--- config.mk ---
export PLATFORM = sky130hd
export DESIGN_NAME = bscan_tap_ctrl
export DESIGN_NICKNAME = d
export VERILOG_FILES = /design/src/rtl/bscan_tap_pkg.sv /design/src/rtl/tap_fsm.sv /design/src/rtl/tap_ir.sv /design/src/rtl/tap_dr.sv /design/src/rtl/bscan_tap_ctrl.sv
export SDC_FILE = /design/constraint.sdc
export NUM_CORES = 1
export LEC_CHECK = 0
export ABC_AREA = 1
export ABC_CLOCK_PERIOD_IN_PS = 2200
export BUFFER_PORTS_ARGS = -buffer_cell sky130_fd_sc_hd__buf_4
export CORE_ASPECT_RATIO = 1.5
export CORE_MARGIN = 2
export CORE_UTILIZATION = 30
export DETAILED_ROUTE_END_ITERATION = 10
export GPL_ROUTABILITY_DRIVEN = 0
export PLACE_DENSITY = 0.46
export SLEW_MARGIN = 0
export SYNTH_ARGS = -nofsm -noshare
export SYNTH_HDL_FRONTEND = slang
export SYNTH_SLANG_ARGS = --single-unit
--- constraint.sdc ---
create_clock -name tck -period 2.2 [get_ports tck]
set_input_delay 0.33 -clock tck [delete_from_list [all_inputs] [get_ports tck]]
set_output_delay 0.33 -clock tck [all_outputs]
set_load 0.02 [all_outputs]
--- src/rtl/bscan_tap_pkg.sv ---
`timescale 1ns/1ps
package bscan_tap_pkg;

    localparam int IR_W = 3;

    typedef enum logic [3:0] {
        ST_RESET    = 4'd0,
        ST_IDLE     = 4'd1,
        ST_DR_SEL   = 4'd2,
        ST_DR_CAP   = 4'd3,
        ST_DR_SHIFT = 4'd4,
        ST_DR_EXIT1 = 4'd5,
        ST_DR_PAUSE = 4'd6,
        ST_DR_EXIT2 = 4'd7,
        ST_DR_UPD   = 4'd8,
        ST_IR_SEL   = 4'd9,
        ST_IR_CAP   = 4'd10,
        ST_IR_SHIFT = 4'd11,
        ST_IR_EXIT1 = 4'd12,
        ST_IR_PAUSE = 4'd13,
        ST_IR_EXIT2 = 4'd14,
        ST_IR_UPD   = 4'd15
    } tap_state_e;

    localparam logic [IR_W-1:0] OP_EXT_TEST = 3'b000;
    localparam logic [IR_W-1:0] OP_IDENT    = 3'b001;
    localparam logic [IR_W-1:0] OP_SAMPLE_Z = 3'b010;
    localparam logic [IR_W-1:0] OP_SAMPLE   = 3'b100;
    localparam logic [IR_W-1:0] OP_BYPASS   = 3'b111;

    typedef enum logic [1:0] {
        PATH_BYPASS   = 2'd0,
        PATH_IDENT    = 2'd1,
        PATH_BOUNDARY = 2'd2
    } dr_path_e;

    // Reserved codes deliberately fall into the bypass default.
    function automatic dr_path_e decode_path(input logic [IR_W-1:0] op);
        dr_path_e p;
        case (op)
            OP_EXT_TEST: p = PATH_BOUNDARY;
            OP_IDENT:    p = PATH_IDENT;
            OP_SAMPLE_Z: p = PATH_BOUNDARY;
            OP_SAMPLE:   p = PATH_BOUNDARY;
            default:     p = PATH_BYPASS;
        endcase
        return p;
    endfunction

endpackage

--- src/rtl/tap_fsm.sv ---
`timescale 1ns/1ps
module tap_fsm
    import bscan_tap_pkg::*;
(
    input  logic       tck,
    input  logic       trst_n,
    input  logic       tms,
    output tap_state_e state,
    output logic       in_reset,
    output logic       dr_capture,
    output logic       dr_shift,
    output logic       ir_capture,
    output logic       ir_shift,
    output logic       ir_update
);

    tap_state_e state_nxt;

    // State register
    always_ff @(posedge tck or negedge trst_n) begin
        if (!trst_n) state <= ST_RESET;
        else         state <= state_nxt;
    end

    // Transition function
    always_comb begin
        state_nxt = state;
        unique case (state)
            ST_RESET:    state_nxt = tms ? ST_RESET    : ST_IDLE;
            ST_IDLE:     state_nxt = tms ? ST_DR_SEL   : ST_IDLE;
            ST_DR_SEL:   state_nxt = tms ? ST_IR_SEL   : ST_DR_CAP;
            ST_DR_CAP:   state_nxt = tms ? ST_DR_EXIT1 : ST_DR_SHIFT;
            ST_DR_SHIFT: state_nxt = tms ? ST_DR_EXIT1 : ST_DR_SHIFT;
            ST_DR_EXIT1: state_nxt = tms ? ST_DR_UPD   : ST_DR_PAUSE;
            ST_DR_PAUSE: state_nxt = tms ? ST_DR_EXIT2 : ST_DR_PAUSE;
            ST_DR_EXIT2: state_nxt = tms ? ST_DR_UPD   : ST_DR_SHIFT;
            ST_DR_UPD:   state_nxt = tms ? ST_DR_SEL   : ST_IDLE;
            ST_IR_SEL:   state_nxt = tms ? ST_RESET    : ST_IR_CAP;
            ST_IR_CAP:   state_nxt = tms ? ST_IR_EXIT1 : ST_IR_SHIFT;
            ST_IR_SHIFT: state_nxt = tms ? ST_IR_EXIT1 : ST_IR_SHIFT;
            ST_IR_EXIT1: state_nxt = tms ? ST_IR_UPD   : ST_IR_PAUSE;
            ST_IR_PAUSE: state_nxt = tms ? ST_IR_EXIT2 : ST_IR_PAUSE;
            ST_IR_EXIT2: state_nxt = tms ? ST_IR_UPD   : ST_IR_SHIFT;
            ST_IR_UPD:   state_nxt = tms ? ST_DR_SEL   : ST_IDLE;
        endcase
    end

    // State-decoded strobes
    always_comb begin
        in_reset   = (state == ST_RESET);
        dr_capture = (state == ST_DR_CAP);
        dr_shift   = (state == ST_DR_SHIFT);
        ir_capture = (state == ST_IR_CAP);
        ir_shift   = (state == ST_IR_SHIFT);
        ir_update  = (state == ST_IR_UPD);
    end

endmodule

--- src/rtl/tap_ir.sv ---
`timescale 1ns/1ps
module tap_ir #(
    parameter int               W        = 3,
    parameter logic [W-1:0]     RESET_OP = '0
) (
    input  logic         tck,
    input  logic         trst_n,
    input  logic         tdi,
    input  logic         in_reset,
    input  logic         capture,
    input  logic         shift,
    input  logic         update,
    output logic [W-1:0] op_cur,
    output logic         sr_lsb
);

    localparam logic [W-1:0] CAP_PAT = W'(2'b01);

    logic [W-1:0] sr;

    always_ff @(posedge tck or negedge trst_n) begin
        if (!trst_n) begin
            sr     <= CAP_PAT;
            op_cur <= RESET_OP;
        end else begin
            if (capture)    sr <= CAP_PAT;
            else if (shift) sr <= {tdi, sr[W-1:1]};
            if (in_reset)    op_cur <= RESET_OP;
            else if (update) op_cur <= sr;
        end
    end

    assign sr_lsb = sr[0];

endmodule

--- src/rtl/tap_dr.sv ---
`timescale 1ns/1ps
module tap_dr
    import bscan_tap_pkg::*;
#(
    parameter int              DATA_W   = 18,
    parameter int              ID_W     = 32,
    parameter logic [ID_W-1:0] ID_VALUE = 32'h1A2B_C0D5
) (
    input  logic              tck,
    input  logic              trst_n,
    input  logic              tdi,
    input  logic              capture,
    input  logic              shift,
    input  dr_path_e          path,
    input  logic [DATA_W-1:0] din_pins,
    input  logic [DATA_W-1:0] dout_pins,
    output logic              dr_lsb
);

    localparam int RING_W = 2 * DATA_W;
    localparam logic [ID_W-1:0] ID_CAP = {ID_VALUE[ID_W-1:1], 1'b1};

    logic [RING_W-1:0] ring_img;
    logic [RING_W-1:0] ring_q;
    logic [ID_W-1:0]   ident_q;
    logic              byp_q;

    // Interleave each input pin with its matching output pin
    for (genvar i = 0; i < DATA_W; i++) begin : g_ring
        assign ring_img[2*i]   = din_pins[i];
        assign ring_img[2*i+1] = dout_pins[i];
    end

    always_ff @(posedge tck or negedge trst_n) begin
        if (!trst_n) begin
            byp_q   <= 1'b0;
            ident_q <= ID_CAP;
            ring_q  <= '0;
        end else begin
            case (path)
                PATH_IDENT: begin
                    if (capture)    ident_q <= ID_CAP;
                    else if (shift) ident_q <= {tdi, ident_q[ID_W-1:1]};
                end
                PATH_BOUNDARY: begin
                    if (capture)    ring_q <= ring_img;
                    else if (shift) ring_q <= {tdi, ring_q[RING_W-1:1]};
                end
                default: begin
                    if (capture)    byp_q <= 1'b0;
                    else if (shift) byp_q <= tdi;
                end
            endcase
        end
    end

    always_comb begin
        case (path)
            PATH_IDENT:    dr_lsb = ident_q[0];
            PATH_BOUNDARY: dr_lsb = ring_q[0];
            default:       dr_lsb = byp_q;
        endcase
    end

endmodule

--- src/rtl/bscan_tap_ctrl.sv ---
`timescale 1ns/1ps
module bscan_tap_ctrl
    import bscan_tap_pkg::*;
#(
    parameter int          DATA_W   = 18,
    parameter logic [31:0] ID_VALUE = 32'h1A2B_C0D5
) (
    input  logic              tck,
    input  logic              trst_n,
    input  logic              tms,
    input  logic              tdi,
    input  logic [DATA_W-1:0] din_pins,
    input  logic [DATA_W-1:0] dout_pins,
    output logic              tdo,
    output logic              tdo_oe,
    output logic              dout_hiz
);

    tap_state_e        state;
    logic              in_reset;
    logic              dr_capture;
    logic              dr_shift;
    logic              ir_capture;
    logic              ir_shift;
    logic              ir_update;
    logic [IR_W-1:0]   ir_cur;
    logic              ir_tdo;
    logic              dr_tdo;
    dr_path_e          path;

    tap_fsm u_fsm (
        .tck        (tck),
        .trst_n     (trst_n),
        .tms        (tms),
        .state      (state),
        .in_reset   (in_reset),
        .dr_capture (dr_capture),
        .dr_shift   (dr_shift),
        .ir_capture (ir_capture),
        .ir_shift   (ir_shift),
        .ir_update  (ir_update)
    );

    tap_ir #(
        .W        (IR_W),
        .RESET_OP (OP_IDENT)
    ) u_ir (
        .tck      (tck),
        .trst_n   (trst_n),
        .tdi      (tdi),
        .in_reset (in_reset),
        .capture  (ir_capture),
        .shift    (ir_shift),
        .update   (ir_update),
        .op_cur   (ir_cur),
        .sr_lsb   (ir_tdo)
    );

    assign path = decode_path(ir_cur);

    tap_dr #(
        .DATA_W   (DATA_W),
        .ID_W     (32),
        .ID_VALUE (ID_VALUE)
    ) u_dr (
        .tck       (tck),
        .trst_n    (trst_n),
        .tdi       (tdi),
        .capture   (dr_capture),
        .shift     (dr_shift),
        .path      (path),
        .din_pins  (din_pins),
        .dout_pins (dout_pins),
        .dr_lsb    (dr_tdo)
    );

    // Serial output retimed to the falling edge
    always_ff @(negedge tck or negedge trst_n) begin
        if (!trst_n) begin
            tdo    <= 1'b0;
            tdo_oe <= 1'b0;
        end else begin
            tdo_oe <= ir_shift | dr_shift;
            tdo    <= ir_shift ? ir_tdo : (dr_shift ? dr_tdo : 1'b0);
        end
    end

    assign dout_hiz = (ir_cur == OP_SAMPLE_Z);

endmodule

======== Word-level counts from Yosys, hierarchy flattened ========
Cells that the tools add are included.
storage, ports and cells
  input bits .............................. 40
  output and inout port bits .............. 3
  logic and storage cells ................. 70
  register bits ........................... 81
cells by class
  equality and inequality tests ........... 20
  bitwise operators ....................... 2
  reductions and logical operators ........ 13
  multiplexer cells ....................... 27
operator list
  kind                                                 number
  two-way mux 36 bit                                   2
  two-way mux 32 bit                                   2
  one-hot mux 4 bit (12 select lines)                  1
  equality test 4 bit, second input constant           8
  two-way mux 3 bit                                    6
  equality test 4 x 3 -> 1 bit, second input constant  4
  two-way mux 4 bit                                    4
  equality test 4 x 2 -> 1 bit, second input constant  2
  two-way mux 1 bit                                    7
  two-way mux 2 bit                                    3
  AND reduction 2 bit                                  3
  nonzero test 2 bit                                   3
  OR reduction 2 bit                                   3
  OR reduction 3 bit                                   2
  equality test 4 x 1 -> 1 bit, second input constant  1
  zero test 4 bit                                      1
  one-hot mux 2 bit (2 select lines)                   1
  equality test 3 x 1 -> 1 bit, second input constant  1
  equality test 3 x 2 -> 1 bit, second input constant  1
  equality test 3 bit, second input constant           1
  zero test 3 bit                                      1
  equality test 2 x 1 -> 1 bit, second input constant  1
  equality test 2 bit, second input constant           1
  one-hot mux 1 bit (2 select lines)                   1
  other kinds (2)                                      2

======== Logic depth before layout (Yosys ltp) ========
  word-level depth ........................ 7
  depth in mapped cells ................... 10
  gate-level depth less buffers ........... 9

======== Hierarchy ========
From an unflattened synthesis, not the netlist that was laid out.
second synthesis, totals
  cells, all modules ...................... 566
  area total of the unflattened synthesis .. 4103.9 um^2
modules (own cells, without submodules)
  module          area each (um^2)  cells an instance  seq. area each (um^2)  times used
  tap_dr          3368.2            459                1744.2                 1
  tap_fsm         389.1             67                 100.1                  1
  tap_ir          247.7             28                 152.6                  1
  bscan_tap_ctrl  98.8              12                 50.0                   1

==> key figures <==
Outcome
  – Status: complete, but fails checks
  – Failing checks: setup timing

Min path
  – Hold path depth: 3
  – Hold path start: tdi
  – Hold worst-path end: u_ir.sr[2]
  – Hold Path Class: in2reg

Placed design
  – DP Area: 4370 um2
  – DPL Wire Length: 5390 um
  – Buffers on Ports: 42

Floorplanning
  – Total I/O pin count: 43
  – Core area: 12900 um2
  – Die Area: approximately 14000 um2
  – Initial Utilization: a little under a third
  – Die W: between 90 and 100 um
  – Die height: 144 um
  – Std cell rows: between 50 and 60

Power and ir drop
  – P_leak: 0.00237 uW
  – Max VDD drop: between 0.0004 and 0.0005 V
  – Pwr dens: 1200 nW/um2

Timing
  – Setup TNS: -0.560 ns
  – Setup Skew: 0.00843 ns
  – Endpoints failing setup: 3
  – Worst-Margin Slew: between 0.6 and 0.7 ns
  – Pins over their slew limit: 0
  – Worst setup margin: -0.384 ns
  – RSZ-0062 raised after global routing: true
  – Worst slew margin: 59.3%
  – Hold Violations, Final: 0

Worst setup path
  – R2r endpoint: tdo
  – Critical Path Fanout Max: 2
  – Crit path DAT: 1.66 ns
  – CP Class: reg2reg
  – Critical path launch point type: flip-flop
  – CP endpoint kind: flip-flop
  – Worst Path Required: 1.28 ns
  – Reg2Reg Depth: 7
  – FF-to-FF setup slack: -0.38 ns
  – Reg2reg start: u_ir.op_cur[0]

Clock tree
  – Clk_lat worst skew: 0.34 ns
  – Clock Tree Root: clkbuf_16
  – CTS sink count: ~80
  – Clock transition at path regs: 0.06 ns
  – Htree depth: 3
  – Post-CTS repair timing setup buffer count: 0
  – Clock buffer count from CTS: 9
  – CTS tree: done
  – CTS Buffer Depth: 2

Finish
  – Layout cell share with drive strength beyond 1: 18.5%
  – Nets: ~600
  – Area growth, synth to finish: 20.1%
  – Antenna Cells: 0
  – Design area: 4700 um2

Route
  – Via-to-Cell Ratio: approximately 4.5
  – Drt pass-1 iters: 4
  – Drt total wl: 8780 um
  – Drt wl/cell: 12.2 um
  – DR iter-0 viols: 162
  – ANT nets after route: 0
  – Via Count: 3272
  – # DRC: 0

Synth
  – Yosys reg bits: 81
  – Post-Syn Instances: 513
  – Post-synthesis average cell area: 7.63 um2
  – Yosys synthesis warning count: 0
  – Syn Nets: roughly 560
  – Yosys cell types: 28
  – Post-Syn Area: 3920 um2
  – Seq/Total Area, Yosys: 52.3%

GRT
  – M2 GR Usage: 23.1%
  – Antenna violations before repair: 0
  – GR Overflow Total: 0
  – Top Usage Layer GRT: met2
  – Met3 Resource Use GR: 2.63%
  – M1 GR Usage: 16.6%
  – Total GRT Usage: 13.4%
  – Number of global-route vias before repair: roughly 3300
  – Pin count of the biggest net entering global routing: 78
  – First-pass GRT wire length: 15400 um

Run
  – Max-Cap Viols: 0
sequential cells by signal, indices dropped and copies added, names as in the netlist:
name / flops
tdo_oe: 1
u_ir.sr: 3
u_dr.ident_q: 32
u_ir.op_cur: 3
u_dr.ring_q: 36
u_fsm.state: 4
u_dr.byp_q: 1
tdo: 1
per-stage QoR:
| step | hold slack, ns | total power (uW) | utilization (%) | std cells | setup WS, ns |
|---|---|---|---|---|---|
| global route | 0.272 | 6180 | 36.5 | 721 | -0.481 |
| floorplan | 0.0344 | 3880 | - | 513 | -0.394 |
| CTS | 0.252 | 5730 | 36.2 | 721 | -0.455 |
| finish | 0.265 | 5660 | 36.5 | 721 | -0.384 |
| global placement | 0.154 | 4260 | 33.9 | 704 | -0.435 |
| detailed placement | 0.153 | 4280 | 33.9 | 704 | -0.506 |
timing repair:
item,CTS,global route
endpoints found under the hold margin,2,0
hold buffers,1,0
endpoints found under the setup margin,3,3
gates resized for setup,4,7
pin swaps,1,0
power by group:
group	switching (uW)	internal (uW)	total [uW]	leakage, uW
Clock	577	821	1400	0.000139
Combinational	1160	690	1850	0.00131
Sequential	307	2110	2420	0.000919
Total	2040	3620	5660	0.00237
layout make-up:
type,instances,area (um2)
timing repair buffer,56,455
sequential,81,2050
inverter,20,86.3
multi-input combinational,389,1640
clock inverter,3,15.0
tap,159,199
clock buffer,13,260
fill,1381,8190
Yosys cell counts, drive strengths merged:
cell type | number | area (um2)
nand2 | 301 | 1160
dfrtp | 63 | 1580
o21ai | 38 | 190
nor2 | 25 | 96.4
buf | 23 | 183
inv | 18 | 72.6
dfstp | 16 | 420
nand3 | 11 | 55.1
a21oi | 3 | 15.0
nand4 | 3 | 18.8
clkinv | 2 | 13.8
dfrtn | 2 | 50.1
ha | 2 | 25.0
nor3 | 2 | 10.0
a31oi | 1 | 6.26
o2111ai | 1 | 8.76
o21bai | 1 | 7.51
o22ai | 1 | 6.26
critical path: stages, from the launching register on:
cell and delay (ns):
dfstp_2 0.53, inv_2 0.05, nor3_4 0.13, inv_2 0.07, ha_4 0.26, inv_2 0.04
o2111ai_2 0.14, o21ai_1 0.10
metal layers:
layer	up-vias	part of all wire [%]
met5	-	0
met4	0	1.8
met3	13	3.7
met2	68	48
met1	1523	47
li1	1668	-
how the worst max path moves through the flow:
stage,cells past startpoint,slack [ns],start,to
finish,7,-0.38,u_ir.op_cur[0],tdo
global route,7,-0.48,u_ir.op_cur[0],tdo
CTS,8,-0.46,u_ir.op_cur[0],tdo
detailed placement,8,-0.51,u_ir.op_cur[0],tdo
global placement,8,-0.44,u_ir.op_cur[0],tdo
floorplan,8,-0.39,u_ir.op_cur[0],tdo
cell usage in the layout (no fill, tap or decap), drive strengths merged:
master	n
o2111ai	1
inv	18
nand2	301
buf	55
o22ai	1
dlygate4sd3	1
nand4	3
o21ai	38
nor3	2
ha	2
clkinv	5
dfstp	16
clkbuf	13
a31oi	1
dfrtn	2
o21bai	1
nand3	11
a21oi	3
dfrtp	63
nor2	25
kinds of logic after synthesis:
kind of cell / after synthesis / synth area share [%]
AND/OR/NAND/NOR: 342 / 34.2
flip-flops: 81 / 52.3
AO/OA/AOI/OAI: 45 / 5.98
buffers and inverters: 43 / 6.87
adder cells (fa/ha/maj): 2 / 0.639
Power figures use the tool's default switching activity.
